--- config.mk ---
export PLATFORM = sky130hd
export DESIGN_NAME = win_check_seq
export DESIGN_NICKNAME = d
export VERILOG_FILES = /design/src/rtl/wc_pkg.sv /design/src/rtl/wc_step_timer.sv /design/src/rtl/wc_mux_dec.sv /design/src/rtl/wc_limit_regs.sv /design/src/rtl/wc_fsm.sv /design/src/rtl/win_check_seq.sv
export SDC_FILE = /design/constraint.sdc
export NUM_CORES = 1
export LEC_CHECK = 0
export ABC_AREA = 1
export BUFFER_PORTS_ARGS = -buffer_cell sky130_fd_sc_hd__clkbuf_2
export CELL_PAD_IN_SITES_DETAIL_PLACEMENT = 1
export CELL_PAD_IN_SITES_GLOBAL_PLACEMENT = 1
export CORE_MARGIN = 2
export CORE_UTILIZATION = 38
export DETAILED_ROUTE_END_ITERATION = 8
export GPL_ROUTABILITY_DRIVEN = 0
export GPL_TIMING_DRIVEN = 1
export PLACE_DENSITY = 0.78
export SLEW_MARGIN = 20
export SYNTH_ARGS = -nofsm -noshare
export SYNTH_HDL_FRONTEND = slang
export SYNTH_SLANG_ARGS = --single-unit
--- constraint.sdc ---
create_clock -name clk -period 2.2 [get_ports clk]
set_clock_uncertainty 0.05 [all_clocks]
set_input_delay 0.11 -clock clk [delete_from_list [all_inputs] [get_ports clk]]
set_output_delay 0.11 -clock clk [all_outputs]
set_load 0.02 [all_outputs]
--- src/rtl/wc_pkg.sv ---
package wc_pkg;

    typedef enum logic [2:0] {
        ST_IDLE,
        ST_SETTLE,
        ST_SAMPLE,
        ST_HOLDMID,
        ST_APPLY,
        ST_READ,
        ST_RESTORE,
        ST_FIN
    } wc_state_e;

    typedef struct packed {
        logic conv_en;
        logic hold;
        logic prech;
        logic use_limit;
    } fe_ctrl_t;

    function automatic int max3(int a, int b, int c);
        int m;
        m = (a > b) ? a : b;
        return (m > c) ? m : c;
    endfunction

    function automatic logic hold_phase(wc_state_e s);
        return (s == ST_HOLDMID) || (s == ST_APPLY) ||
               (s == ST_READ)    || (s == ST_RESTORE);
    endfunction

    function automatic fe_ctrl_t fe_decode(wc_state_e s);
        fe_ctrl_t c;
        c = '{conv_en: 1'b0, hold: 1'b1, prech: 1'b1, use_limit: 1'b0};
        case (s)
            ST_SETTLE:  c.conv_en = 1'b1;
            ST_SAMPLE:  begin c.conv_en = 1'b1; c.hold = 1'b0; end
            ST_HOLDMID: c.conv_en = 1'b1;
            ST_APPLY,
            ST_READ:    begin c.conv_en = 1'b1; c.prech = 1'b0; c.use_limit = 1'b1; end
            ST_RESTORE: c.conv_en = 1'b1;
            default:    ;
        endcase
        return c;
    endfunction

endpackage

--- src/rtl/wc_step_timer.sv ---
module wc_step_timer #(
    parameter int CW = 5
) (
    input  logic          clk,
    input  logic          rst,
    input  logic          load,
    input  logic [CW-1:0] load_val,
    output logic          zero
);
    logic [CW-1:0] cnt;

    always_ff @(posedge clk) begin
        if (rst)
            cnt <= '0;
        else if (load)
            cnt <= load_val;
        else if (cnt != '0)
            cnt <= cnt - 1'b1;
    end

    assign zero = (cnt == '0);
endmodule

--- src/rtl/wc_mux_dec.sv ---
module wc_mux_dec #(
    parameter int NCH = 8,
    parameter int SW  = 3
) (
    input  logic           en,
    input  logic [SW-1:0]  sel,
    output logic [NCH-1:0] onehot
);
    for (genvar i = 0; i < NCH; i++) begin : g_line
        assign onehot[i] = en && (sel == SW'(i));
    end
endmodule

--- src/rtl/wc_limit_regs.sv ---
module wc_limit_regs #(
    parameter int DAC_W = 10,
    parameter int SW    = 3
) (
    input  logic             clk,
    input  logic             rst,
    input  logic             cap,
    input  logic [DAC_W-1:0] lo_in,
    input  logic [DAC_W-1:0] hi_in,
    input  logic [SW-1:0]    ch_in,
    input  logic             use_limit,
    input  logic             upper,
    output logic [DAC_W-1:0] code,
    output logic [SW-1:0]    ch
);
    localparam logic [DAC_W-1:0] MID = DAC_W'(1) << (DAC_W - 1);

    logic [DAC_W-1:0] lo_q, hi_q;

    always_ff @(posedge clk) begin
        if (rst) begin
            lo_q <= '0;
            hi_q <= '0;
            ch   <= '0;
        end else if (cap) begin
            lo_q <= lo_in;
            hi_q <= hi_in;
            ch   <= ch_in;
        end
    end

    always_comb begin
        if (!use_limit)
            code = MID;
        else if (upper)
            code = hi_q;
        else
            code = lo_q;
    end
endmodule

--- src/rtl/wc_fsm.sv ---
module wc_fsm
    import wc_pkg::*;
#(
    parameter int SETTLE_CYC = 25,
    parameter int STEP_CYC   = 2,
    parameter int HOLD_MAX   = 16,
    parameter int CW         = 5
) (
    input  logic          clk,
    input  logic          rst,
    input  logic          start,
    input  logic          cmp,
    input  logic          tmr_zero,
    output wc_state_e     state,
    output logic          upper,
    output logic          tmr_load,
    output logic [CW-1:0] tmr_val,
    output logic          cap,
    output logic          done,
    output logic          pass,
    output logic          fail,
    output logic          err
);
    localparam int HW = $clog2(HOLD_MAX + 1);

    wc_state_e     nxt;
    logic [HW-1:0] hcnt;
    logic          ok_lo, ok_hi, abort, read_ok;

    function automatic logic [CW-1:0] len_of(wc_state_e s);
        case (s)
            ST_SETTLE:  return CW'(SETTLE_CYC - 1);
            ST_SAMPLE,
            ST_HOLDMID,
            ST_APPLY,
            ST_RESTORE: return CW'(STEP_CYC - 1);
            default:    return '0;
        endcase
    endfunction

    // stop before hold would exceed HOLD_MAX cycles in one check
    assign abort   = hold_phase(state) && (hcnt == HW'(HOLD_MAX - 1)) &&
                     !(state == ST_RESTORE && tmr_zero);
    // low limit needs comparator 0, high limit needs 1
    assign read_ok = upper ? cmp : !cmp;
    assign cap     = (state == ST_IDLE) && start;

    always_comb begin
        nxt = state;
        case (state)
            ST_IDLE:    if (start) nxt = ST_SETTLE;
            ST_SETTLE:  if (tmr_zero) nxt = ST_SAMPLE;
            ST_SAMPLE:  if (tmr_zero) nxt = ST_HOLDMID;
            ST_HOLDMID: if (tmr_zero) nxt = ST_APPLY;
            ST_APPLY:   if (tmr_zero) nxt = ST_READ;
            ST_READ:    nxt = ST_RESTORE;
            ST_RESTORE: if (tmr_zero) nxt = upper ? ST_FIN : ST_SAMPLE;
            ST_FIN:     nxt = ST_IDLE;
            default:    nxt = ST_IDLE;
        endcase
        if (abort)
            nxt = ST_FIN;
    end

    assign tmr_load = (nxt != state);
    assign tmr_val  = len_of(nxt);
    assign done     = (state == ST_FIN);

    always_ff @(posedge clk) begin
        if (rst) begin
            state <= ST_IDLE;
            upper <= 1'b0;
            hcnt  <= '0;
            ok_lo <= 1'b0;
            ok_hi <= 1'b0;
            pass  <= 1'b0;
            fail  <= 1'b0;
            err   <= 1'b0;
        end else begin
            state <= nxt;
            hcnt  <= hold_phase(state) ? hcnt + 1'b1 : '0;
            if (cap) begin
                upper <= 1'b0;
                ok_lo <= 1'b0;
                ok_hi <= 1'b0;
                pass  <= 1'b0;
                fail  <= 1'b0;
                err   <= 1'b0;
            end
            if (state == ST_READ) begin
                if (upper) ok_hi <= read_ok;
                else       ok_lo <= read_ok;
            end
            if (state == ST_RESTORE && tmr_zero && !upper)
                upper <= 1'b1;
            if (abort) begin
                err  <= 1'b1;
                fail <= 1'b1;
                pass <= 1'b0;
            end else if (state == ST_RESTORE && tmr_zero && upper) begin
                pass <= ok_lo & ok_hi;
                fail <= !(ok_lo & ok_hi);
            end
        end
    end
endmodule

--- src/rtl/win_check_seq.sv ---
module win_check_seq
    import wc_pkg::*;
#(
    parameter int DAC_W      = 10,
    parameter int NCH        = 8,
    parameter int SETTLE_CYC = 25,
    parameter int STEP_CYC   = 2,
    parameter int HOLD_MAX   = 16
) (
    input  logic                   clk,
    input  logic                   rst,
    input  logic                   start,
    input  logic [DAC_W-1:0]       lim_lo,
    input  logic [DAC_W-1:0]       lim_hi,
    input  logic [$clog2(NCH)-1:0] chan,
    input  logic                   cmp_in,
    output logic [DAC_W-1:0]       dac_code,
    output logic                   hold,
    output logic                   prech,
    output logic [NCH-1:0]         mux_en,
    output logic                   conv_en,
    output logic                   done,
    output logic                   pass,
    output logic                   fail,
    output logic                   err
);
    localparam int SW   = $clog2(NCH);
    localparam int TMAX = max3(SETTLE_CYC, STEP_CYC, HOLD_MAX);
    localparam int CW   = $clog2(TMAX + 1);

    wc_state_e     state;
    fe_ctrl_t      fe;
    logic          upper, tmr_load, tmr_zero, cap;
    logic [CW-1:0] tmr_val;
    logic [SW-1:0] ch_q;

    wc_fsm #(
        .SETTLE_CYC(SETTLE_CYC),
        .STEP_CYC  (STEP_CYC),
        .HOLD_MAX  (HOLD_MAX),
        .CW        (CW)
    ) u_fsm (
        .clk     (clk),
        .rst     (rst),
        .start   (start),
        .cmp     (cmp_in),
        .tmr_zero(tmr_zero),
        .state   (state),
        .upper   (upper),
        .tmr_load(tmr_load),
        .tmr_val (tmr_val),
        .cap     (cap),
        .done    (done),
        .pass    (pass),
        .fail    (fail),
        .err     (err)
    );

    wc_step_timer #(.CW(CW)) u_tmr (
        .clk     (clk),
        .rst     (rst),
        .load    (tmr_load),
        .load_val(tmr_val),
        .zero    (tmr_zero)
    );

    assign fe      = fe_decode(state);
    assign conv_en = fe.conv_en;
    assign hold    = fe.hold;
    assign prech   = fe.prech;

    wc_limit_regs #(.DAC_W(DAC_W), .SW(SW)) u_lim (
        .clk      (clk),
        .rst      (rst),
        .cap      (cap),
        .lo_in    (lim_lo),
        .hi_in    (lim_hi),
        .ch_in    (chan),
        .use_limit(fe.use_limit),
        .upper    (upper),
        .code     (dac_code),
        .ch       (ch_q)
    );

    wc_mux_dec #(.NCH(NCH), .SW(SW)) u_mux (
        .en    (fe.conv_en),
        .sel   (ch_q),
        .onehot(mux_en)
    );
endmodule

==> metrics <==
# rows=28; Global Route Usage Sum=19.1%; worst hold slack=approximately 0.017 ns; total length of routed wires=6.03 mm; CTS buffer count=5; Mean Syn Cell Area=6.80 um2; routed vias/inst=4.72; Slew Viols, Final=0; Startpoint Class=flop; Synth Flop Type=dfxtp_1; most frequent cell after synthesis=nand2_1; die outline width=a little over 80 um; top cells by area, synth=dfxtp_1 36%, nand2_1 12%, nor2_1 9.9%; endpoint of the worst hold path=u_lim.hi_q[4]; Seq pwr share=29.5%; Layout area overhead=21.5%; fill count=797; switch share=a little under half; WP buf/inv=4; CTS tree=done; Hold Path Stages=3; r2r endpoint=u_tmr.cnt[3]; CTS Root Cell=clkbuf_8; ys async rst share=0%; final setup fails=0; die area=0.00684 mm2; worst slew pin tran=around 0.37 ns; first-pass GRT wire length=10.2 mm; Hold Path Class=in -> reg; Die Y=82.7 um; Reg clk slew, reported paths=0.08 ns; DRT iter0 DRCs=51; leading cell types by count after synthesis=73 x nand2_1, 62 x nor2_1, 48 x inv_1; grt total ovfl=0; Logic pwr share=between 50 and 60%; Nets=437; sequential fraction of the synthesis area=35.7%; syn nets=approximately 380; CP Cell Sequence=inv_1, ha_2, nand2_4, nand2_2, or2_2, nand2_1, inv_1, nand2_1, inv_1, clkbuf_2; layout cell share with drive strength beyond 1=26.3%; Rel. slew slack=75.3%; Peak VDD IR=0.000608 V; slack of the worst reg-to-reg path=0.23 ns; WL/cell=12.6 um; clock sink count=42; post-synth cell types=34; cell taking the most area after synthesis=dfxtp_1; worst skew pair latency=just under 0.3 ns; cell mode on critical path=inv_1; clock tree buffer depth=2; I/O Buffers=51; R2R cell count=11; final hold vios=0; H-tree lvl count=2; min Tclk post-route=2.05 ns; NetSw=about 1.7 mW; Multi-input gate area=between 0.001 and 0.0015 mm2; critical hold path startpoint=lim_hi[4]; FF+latch area=847 um2; Cell Int Power=2.03 mW; Placed Instance Area=0.00272 mm2; largest net degree at the start of global routing=30; crit path kind=reg -> out; initial antenna violation count=0; # IOs=52; period utilization=93.4%; Starting Density=39.5%; Yosys reg bits=42; DRC=0; Post-Synthesis Cells=approximately 350; crit end category=primary output; First-pass DRT Iterations=4; number of synthesized flops with an enable pin=0; PD cells=around 1300 mW/mm2; Max Fanout on Critical Path=5; FMAX=0.487 GHz; outcome=finished clean; DP HPWL=4.63 mm; clock power share=between 10% and 20%; CP top delay family=simple AND/OR/NAND/NOR gates; Routed Antenna Nets=0; r2r startpoint=u_fsm.state[0]; Final Cell Area=0.00286 mm2; highest-delay cell along the critical path=dfxtp_4; Leak Pwr=roughly 1.6 nW; vias in the first global route=2313; worst endpoint data arrival time=1.89 ns; Synth top area share=35.7%; Total Power=3.72 mW; Max Cap Viol=0; DR vias=2257; mapped cell area=roughly 0.0024 mm2; Core Footprint=0.00596 mm2; synthesis warning total=0; critical path required time=2.04 ns; CP peak stage delay=0.38 ns; Antenna diodes=0; Util after Layout=48.0%
==> cells in the final DEF (no fill, tap or decap), types with 8 or more instances in the layout <==
cell	instances
nand2_1	73
dfxtp_1	39
nor2_1	61
o21ai_0	28
a21oi_1	10
clkbuf_2	51
nand2_2	8
nand3_1	9
inv_1	48
==> worst max-delay path by stage <==
stage,startpoint,cells after the start,end
floorplan,u_fsm.state[0],12,u_tmr.cnt[3]
CTS,u_fsm.state[1],10,mux_en[6]
finish,u_fsm.state[0],10,mux_en[6]
detailed placement,u_fsm.state[0],12,u_tmr.cnt[3]
global placement,u_fsm.state[1],11,u_tmr.cnt[3]
global route,u_fsm.state[0],10,mux_en[4]
==> state kept, by name (all words and copies together) (netlist names) <==
name         count
u_fsm.err        1
u_fsm.ok_lo      1
u_lim.lo_q      10
u_fsm.fail       1
u_fsm.pass       1
u_fsm.hcnt       5
u_fsm.state      3
u_tmr.cnt        5
u_lim.ch         3
u_fsm.upper      1
u_lim.hi_q      10
u_fsm.ok_hi      1
==> power groups by stage <==
stage	registers [mW]	clock network [mW]	logic, mW
5_1_grt	1.13	0.671	2.29
3_5_place_dp	1.11	0	2.02
3_3_place_gp	1.10	0	1.95
6_report	1.10	0.622	2.00
2_1_floorplan	1.07	0	1.54
4_1_cts	1.09	0.644	2.03
==> cells by family (layout without fill, tap and decap cells) <==
group / after synthesis / after routing / share of synthesized area, %
AOI/OAI and AO/OA: 46 / 46 / 10.6
adders and majority gates: 8 / 8 / 4.26
xor gates and xnor gates: 5 / 5 / 1.86
buffers and inverters: 64 / 121 / 10.7
DFF: 42 / 42 / 35.7
and+or+nand+nor: 181 / 181 / 36.9
==> repair_timing <==
| action | in CTS | in global routing |
|---|---|---|
| setup endpoints to repair | 16 | 11 |
| buffers inserted | 0 | 0 |
| pin swaps | 0 | 0 |
| endpoints found under the hold margin | 1 | 0 |
| resized for setup | 2 | 6 |
| hold buffers | 1 | 0 |
| gates cloned | 0 | 0 |
==> worst register-to-register path, cell delays in order (launching register included) <==
cell	delay, ns
dfxtp_4	0.37
inv_1	0.14
ha_2	0.27
nand2_4	0.07
inv_2	0.07
nand3_2	0.11
nand3_1	0.19
nand4_1	0.14
nand2_2	0.13
nand3_4	0.11
o21ai_2	0.15
nor2_1	0.06
==> metal layers <==
metal | GRT usage [%] | vias up | routed length, um
met2 | 36.5 | 27 | 3080
met4 | 3.93 | 0 | 27
met3 | 3.37 | 2 | 197
met1 | 22.1 | 1053 | 2720
met5 | 0 | - | 0
li1 | - | 1175 | -
==> layout make-up <==
| cell class | count | area share [%] |
|---|---|---|
| clock inverters | 3 | 1.53 |
| multi-input cells | 240 | 44.4 |
| inverters | 54 | 7.22 |
| well taps | 75 | 3.28 |
| flip-flops and latches | 42 | 29.6 |
| clock buffers | 5 | 2.41 |
| repair buffers | 59 | 11.6 |
==> stage by stage <==
step	worst slack [ns]	setup TNS, ns	std cells
2_1_floorplan	0.288	0	346
3_3_place_gp	0.194	0	469
3_5_place_dp	0.0824	0	469
4_1_cts	0.0524	0	478
5_1_grt	-0.00611	-0.0106	478
6_report	0.146	0	478
(Power assumes the default switching activity.)
